## config.mk

```make
export PLATFORM = sky130hd
export DESIGN_NAME = spi_link_init_gen
export DESIGN_NICKNAME = d
export VERILOG_FILES = /design/src/rtl/spi_init_pkg.sv /design/src/rtl/spi_init_crc7.sv /design/src/rtl/spi_init_frame_build.sv /design/src/rtl/spi_init_shifter.sv /design/src/rtl/spi_link_init_gen.sv
export SDC_FILE = /design/constraint.sdc
export NUM_CORES = 1
export LEC_CHECK = 0
export ABC_AREA = 1
export BUFFER_PORTS_ARGS = -buffer_cell sky130_fd_sc_hd__buf_2
export CAP_MARGIN = 20
export CORE_ASPECT_RATIO = 0.7
export CORE_MARGIN = 1.5
export CORE_UTILIZATION = 45
export CTS_CLUSTER_DIAMETER = 200
export DETAILED_ROUTE_END_ITERATION = 6
export HOLD_SLACK_MARGIN = 0.06
export PLACE_DENSITY = 0.72
export SETUP_SLACK_MARGIN = 0.2
export SLEW_MARGIN = 20
export SYNTH_ARGS = -nofsm -noshare
export SYNTH_HDL_FRONTEND = slang
export SYNTH_SLANG_ARGS = --single-unit
```

## constraint.sdc

```tcl
create_clock -name clk -period 2 [get_ports clk]
set_input_delay 0 -clock clk [delete_from_list [all_inputs] [get_ports clk]]
set_output_delay 0 -clock clk [all_outputs]
set_load 0.005 [all_outputs]
```

## src/rtl/spi_init_pkg.sv

```systemverilog
package spi_init_pkg;

    localparam int BYTE_W      = 8;
    localparam int FRAME_BYTES = 8;
    localparam int FRAME_BITS  = BYTE_W * FRAME_BYTES;
    localparam int CRC_W       = 7;
    localparam int CRC_BYTES   = 5;
    localparam int BUSY_W      = 3;

    localparam logic [CRC_W-1:0]  CRC_POLY      = 7'h09;
    localparam logic [BYTE_W-1:0] INIT_START_TX = 8'h40;
    localparam logic [BYTE_W-1:0] OPT_FLAGS     = 8'h79;
    localparam logic [BYTE_W-1:0] BUSY_ENABLE   = 8'h80;
    localparam logic [BYTE_W-1:0] STOP_BIT      = 8'h01;
    localparam logic [4:0]        CMD_MASK_VAL  = 5'd0;

    typedef enum logic [2:0] {
        ST_IDLE,
        ST_SEND_RST,
        ST_GAP,
        ST_SEND_INIT,
        ST_FINISH
    } init_state_e;

endpackage

```

## src/rtl/spi_init_crc7.sv

```systemverilog
module spi_init_crc7
    import spi_init_pkg::*;
#(
    parameter int MSG_BYTES = 5
) (
    input  logic [BYTE_W*MSG_BYTES-1:0] msg,
    output logic [CRC_W-1:0]            crc
);

    localparam int MSG_BITS = BYTE_W * MSG_BYTES;

    // Serial CRC unrolled over the message, first byte in the top bits.
    always_comb begin
        logic fb;
        crc = '0;
        for (int i = MSG_BITS - 1; i >= 0; i--) begin
            fb  = crc[CRC_W-1] ^ msg[i];
            crc = {crc[CRC_W-2:0], 1'b0};
            if (fb) crc = crc ^ CRC_POLY;
        end
    end

endmodule

```

## src/rtl/spi_init_frame_build.sv

```systemverilog
module spi_init_frame_build
    import spi_init_pkg::*;
(
    input  logic [BUSY_W-1:0]     busy_words,
    output logic [FRAME_BITS-1:0] rst_frame,
    output logic [FRAME_BITS-1:0] init_frame
);

    logic [BYTE_W-1:0]           ib [FRAME_BYTES];
    logic [BYTE_W*CRC_BYTES-1:0] crc_msg;
    logic [CRC_W-1:0]            crc;
    logic [BYTE_W-1:0]           opt_byte;
    logic [BYTE_W-1:0]           cnt_byte;

    assign opt_byte = OPT_FLAGS | ((busy_words != '0) ? BUSY_ENABLE : 8'h00);
    assign cnt_byte = {CMD_MASK_VAL, busy_words};

    assign ib[0] = 8'h00;
    assign ib[1] = INIT_START_TX;
    assign ib[2] = 8'hFF;
    assign ib[3] = 8'hFF;
    assign ib[5] = opt_byte;
    assign ib[6] = cnt_byte;
    assign ib[7] = 8'h00;

    // Check field covers the bytes in the order the slave expects.
    assign crc_msg = {ib[1], ib[0], ib[7], ib[6], ib[5]};

    spi_init_crc7 #(.MSG_BYTES(CRC_BYTES)) u_crc (
        .msg (crc_msg),
        .crc (crc)
    );

    assign ib[4] = {crc, STOP_BIT[0]};

    // Byte 0 occupies the top of the vector so it leaves first.
    for (genvar g = 0; g < FRAME_BYTES; g++) begin : g_pack
        assign init_frame[FRAME_BITS-1-BYTE_W*g -: BYTE_W] = ib[g];
        assign rst_frame [FRAME_BITS-1-BYTE_W*g -: BYTE_W] = 8'hFF;
    end

endmodule

```

## src/rtl/spi_init_shifter.sv

```systemverilog
module spi_init_shifter
    import spi_init_pkg::*;
#(
    parameter int HALF_CYCLES = 2
) (
    input  logic                  clk,
    input  logic                  rst,
    input  logic                  load,
    input  logic [FRAME_BITS-1:0] data,
    output logic                  sclk,
    output logic                  mosi,
    output logic                  fin
);

    localparam int HC_W = (HALF_CYCLES > 1) ? $clog2(HALF_CYCLES) : 1;
    localparam int BC_W = $clog2(FRAME_BITS);
    localparam logic [HC_W-1:0] HC_LAST  = HC_W'(HALF_CYCLES - 1);
    localparam logic [BC_W-1:0] BIT_LAST = BC_W'(FRAME_BITS - 1);

    logic [FRAME_BITS-1:0] shreg;
    logic [HC_W-1:0]       hcnt;
    logic [BC_W-1:0]       bcnt;
    logic                  active;
    logic                  sclk_q;
    logic                  fin_q;

    always_ff @(posedge clk) begin
        if (rst) begin
            shreg  <= '0;
            hcnt   <= '0;
            bcnt   <= '0;
            active <= 1'b0;
            sclk_q <= 1'b0;
            fin_q  <= 1'b0;
        end else begin
            fin_q <= 1'b0;
            if (load) begin
                shreg  <= data;
                hcnt   <= '0;
                bcnt   <= '0;
                active <= 1'b1;
                sclk_q <= 1'b0;
            end else if (active) begin
                if (hcnt == HC_LAST) begin
                    hcnt <= '0;
                    if (!sclk_q) begin
                        sclk_q <= 1'b1;
                    end else begin
                        sclk_q <= 1'b0;
                        if (bcnt == BIT_LAST) begin
                            active <= 1'b0;
                            fin_q  <= 1'b1;
                        end else begin
                            bcnt  <= bcnt + 1'b1;
                            shreg <= {shreg[FRAME_BITS-2:0], 1'b0};
                        end
                    end
                end else begin
                    hcnt <= hcnt + 1'b1;
                end
            end
        end
    end

    assign sclk = sclk_q;
    assign mosi = active & shreg[FRAME_BITS-1];
    assign fin  = fin_q;

endmodule

```

## src/rtl/spi_link_init_gen.sv

```systemverilog
module spi_link_init_gen
    import spi_init_pkg::*;
#(
    parameter int HALF_CYCLES = 2,
    parameter int GAP_CYCLES  = 4
) (
    input  logic       clk,
    input  logic       rst,
    input  logic       start,
    input  logic [2:0] cfg_busy_words,
    output logic       sclk,
    output logic       mosi,
    output logic       cs_n,
    output logic       done
);

    localparam int GC_W = (GAP_CYCLES > 1) ? $clog2(GAP_CYCLES) : 1;
    localparam logic [GC_W-1:0] GAP_LAST = GC_W'(GAP_CYCLES - 1);

    init_state_e           state, nxt;
    logic [GC_W-1:0]       gap_cnt;
    logic [BUSY_W-1:0]     busy_lat;
    logic [FRAME_BITS-1:0] rst_frame, init_frame, load_data;
    logic                  load, fin, gap_last;
    logic                  cs_n_q, done_q;

    assign gap_last = (gap_cnt == GAP_LAST);

    always_comb begin
        nxt = state;
        unique case (state)
            ST_IDLE:      if (start)    nxt = ST_SEND_RST;
            ST_SEND_RST:  if (fin)      nxt = ST_GAP;
            ST_GAP:       if (gap_last) nxt = ST_SEND_INIT;
            ST_SEND_INIT: if (fin)      nxt = ST_FINISH;
            ST_FINISH:                  nxt = ST_IDLE;
            default:                    nxt = ST_IDLE;
        endcase
    end

    assign load      = ((state == ST_IDLE) && start) || ((state == ST_GAP) && gap_last);
    assign load_data = (state == ST_IDLE) ? rst_frame : init_frame;

    // State register with its counter and configuration latch.
    always_ff @(posedge clk) begin
        if (rst) begin
            state    <= ST_IDLE;
            gap_cnt  <= '0;
            busy_lat <= '0;
        end else begin
            state <= nxt;
            if (state == ST_IDLE && start) busy_lat <= cfg_busy_words;
            if (state == ST_GAP) gap_cnt <= gap_cnt + 1'b1;
            else                 gap_cnt <= '0;
        end
    end

    // Registered outputs.
    always_ff @(posedge clk) begin
        if (rst) begin
            cs_n_q <= 1'b1;
            done_q <= 1'b0;
        end else begin
            cs_n_q <= !((nxt == ST_SEND_RST) || (nxt == ST_SEND_INIT));
            done_q <= (state == ST_FINISH);
        end
    end

    spi_init_frame_build u_build (
        .busy_words (busy_lat),
        .rst_frame  (rst_frame),
        .init_frame (init_frame)
    );

    spi_init_shifter #(.HALF_CYCLES(HALF_CYCLES)) u_shift (
        .clk  (clk),
        .rst  (rst),
        .load (load),
        .data (load_data),
        .sclk (sclk),
        .mosi (mosi),
        .fin  (fin)
    );

    assign cs_n = cs_n_q;
    assign done = done_q;

endmodule

```

==> results_dict.tcl <==
set metrics [dict create \
    grt_pass1_wl_mm 12.52 \
    fin_ws_ns 0.2978 \
    min_period_ns 1.702 \
    drv_cap 0 \
    seq_area_um2 1683 \
    clock_path_buffers 2 \
    ys_top_cells_by_area "dfxtp_1 (47%), nand2_1 (10%), nor2_1 (10%)" \
    ant_nets 0 \
    arrival_ns 1.92 \
    design.die.area_um2 8568 \
    path_clk_slew_ns 0.06 \
    synth_top_area_share_pct 46.63 \
    fin_util_pct 53.21 \
    status "completed" \
    synth_seq_cells 84 \
    worstMarginPinSlew_ns 0.4121 \
    globalplace.congestion 0.8322 \
    drc 0 \
    ir_drop_mv 0.5226 \
    synth_cells 513 \
    layout.nets 531 \
    track_usage_pct 18.40 \
    vias 3099 \
    antenna_found_initial 0 \
    cp_max_fo 13 \
    die_h_um 77.90 \
    critPathSlowestCell "dfxtp_1" \
    path_cells "ha_2 > nand3_2 > o21ai_4 > nand2_4 > buf_4 > o21ai_0 > nor2_1" \
    dp_slack_ns 0.1418 \
    grt_max_degree 39 \
    die_w_um 110.0 \
    fillers 722 \
    place.port_buffers 9 \
    crit_type "reg -> reg" \
    multi_input_area_um2 1632 \
    syn_avg_cell_area_um2 7.029 \
    synth_top_cell_by_area "dfxtp_1" \
    areaGrowthSynthToFinish_pct 15.16 \
    antenna_cells 0 \
    min_path_type "in -> reg" \
    cp.required_ns 2.22 \
    worstSetupEndpointType "flip-flop" \
    fmax_mhz 587.5 \
    cts-root-buf "clkbuf_16" \
    slowest_delay_ns 0.40 \
    h-tree-depth 3 \
    grt_pass1_vias 2788 \
    start_kind "flip-flop" \
    routed_via_density 4.935 \
    setup_tns_ns 0 \
    fin_worst_skew_ns 0.006950 \
    slew-limit-headroom_pct 72.53 \
    ys.warnings.count 0 \
    wl_per_cell_um 11.82 \
    syn_area_um2 3606 \
    clock-sinks 84 \
    leakage_nw 1.818 \
    cts_tree "yes" \
    worstSkewPairLatency_ns 0.33 \
    dr.first_iter.drc_count 248 \
    num_rows 27 \
    initial_core_util_pct 46.21 \
    io_pins 10 \
    period_share_pct 85.11 \
    drive_gt1_share_pct 10.82 \
    yosys.cell_types.count 30 \
    dr.pass1.iters 4 \
    powerDensity_nw_per_um2 958.6 \
    rsz0062_at_grt "no" \
    dp_hpwl_mm 4.494 \
    finalMaxSlewViolations 0 \
    setup_viol_count_final 0 \
    cts_buffers 9 \
    cpLargestDelayFamily "compound AO/OA/AOI/OAI gates" \
    routed_wl_mm 7.421 \
    coreArea_um2 7804 \
    ys_seq_area_share_pct 46.63 \
    synth_fp_nets 522 \
    hold_viol_final 0 \
    grt_overflow 0 \
    cp_num_buf_inv 1 \
]
==> flip-flops by register name (all words and copies together) (netlist names) <==
name            cells
cs_n                1
gap_cnt             2
u_shift.shreg      64
u_shift.hcnt        1
done                1
u_shift.fin         1
u_shift.sclk        1
state               3
u_shift.bcnt        6
u_shift.active      1
busy_lat            3
==> routing by layer <==
metal	share of wire (%)	GRT usage (%)
met1	49	24.65
met2	45	28.39
met5	0	0
met4	1.7	7.662
met3	4.7	4.118
==> cell type report <==
class                      instances  share of cell area (%)
sequential                        84                   40.52
multi-input combinational        347                   39.29
clock buffer                      10                   5.755
inverter                          56                   5.122
timing repair buffer              24                   4.550
tap                              101                   3.043
clock inverter                     6                   1.717
==> worst register-to-register path, stage by stage, from the launching register on <==
cell and delay [ns]:
dfxtp_1 0.40, ha_2 0.23, nand3_2 0.16, o21ai_4 0.25, nand2_4 0.13, buf_4 0.21
o21ai_0 0.16, nor2_1 0.05
==> logic make-up (layout without fill, tap and decap cells) <==
group / count (synthesis) / in the layout / synth area share (%)
adder cells (fa/ha/maj): 3 / 3 / 1.041
XOR/XNOR: 1 / 1 / 0.2429
buffers and inverters: 83 / 96 / 9.681
AND/OR/NAND/NOR: 238 / 239 / 27.90
flip-flops: 84 / 84 / 46.63
AO/OA/AOI/OAI: 104 / 104 / 14.50
==> synth_stat cells, drive strengths merged <==
| library cell | number |
|---|---|
| dfxtp | 84 |
| and2 | 1 |
| a21oi | 44 |
| clkbuf | 12 |
| xnor2 | 1 |
| o21a | 1 |
| nor3b | 2 |
| o21ai | 59 |
| buf | 15 |
| nor2 | 102 |
| nand2 | 102 |
| nand3b | 1 |
| inv | 56 |
| nor3 | 5 |
| nand3 | 22 |
| ha | 3 |
| nand4 | 2 |
| nor4 | 1 |
==> per-stage QoR <==
stage	instances	hold WS [ns]	power (mW)	cell area, um2
3_3_place_gp	607	0.2827	2.287	3736
2_1_floorplan	513	0.1408	2.207	3606
6_report	628	0.08863	3.981	4153
3_5_place_dp	607	0.2884	2.306	3736
4_1_cts	626	0.1780	4.009	4088
5_1_grt	628	0.1128	4.151	4153
==> final timing paths <==
| kind | start | endpoint | slack (ns) | cells after the start |
|---|---|---|---|---|
| hold reg to reg | gap_cnt[0]$_SDFF_PP0_ | gap_cnt[0]$_SDFF_PP0_ | 0.45 | 1 |
| hold / removal | rst | u_shift.bcnt[1]$_SDFFE_PP0P_ | 0.09 | 4 |
| setup reg to reg | u_shift.bcnt[0]$_SDFFE_PP0P_ | u_shift.shreg[4]$_SDFFE_PP0P_ | 0.30 | 7 |
| setup / recovery | u_shift.bcnt[0]$_SDFFE_PP0P_ | u_shift.shreg[4]$_SDFFE_PP0P_ | 0.30 | 7 |
==> power by group <==
group          total, mW  switching (mW)  internal [mW]
logic              0.430           0.273          0.156
clock network       1.69           0.685           1.01
registers           1.86          0.0593           1.80
==> cells in the final DEF, fill, tap and decap left out, types with 2 or more instances in the layout <==
master and instances:
inv_1 52, buf_4 8, inv_2 3, nand2_1 98, a21oi_1 44, dfxtp_1 83, clkinvlp_4 2, clkbuf_16 9
clkinv_4 2, o21ai_0 56, buf_6 3, nand2_2 3, nor3_1 5, nand3_1 20, nor2_4 4, nor2_1 97
buf_2 9, ha_1 2, nor3b_1 2, dlygate4sd3_1 3, o21ai_1 2
==> repair_timing <==
action | in CTS | in global routing
pin swaps | 0 | 2
resized for setup | 3 | 12
gates cloned | 0 | 1
endpoints found under the setup margin | 29 | 71
hold buffers | 3 | 0
hold endpoints to repair | 3 | 0
setup buffers | 0 | 1
Power figures use the tool's default switching activity.
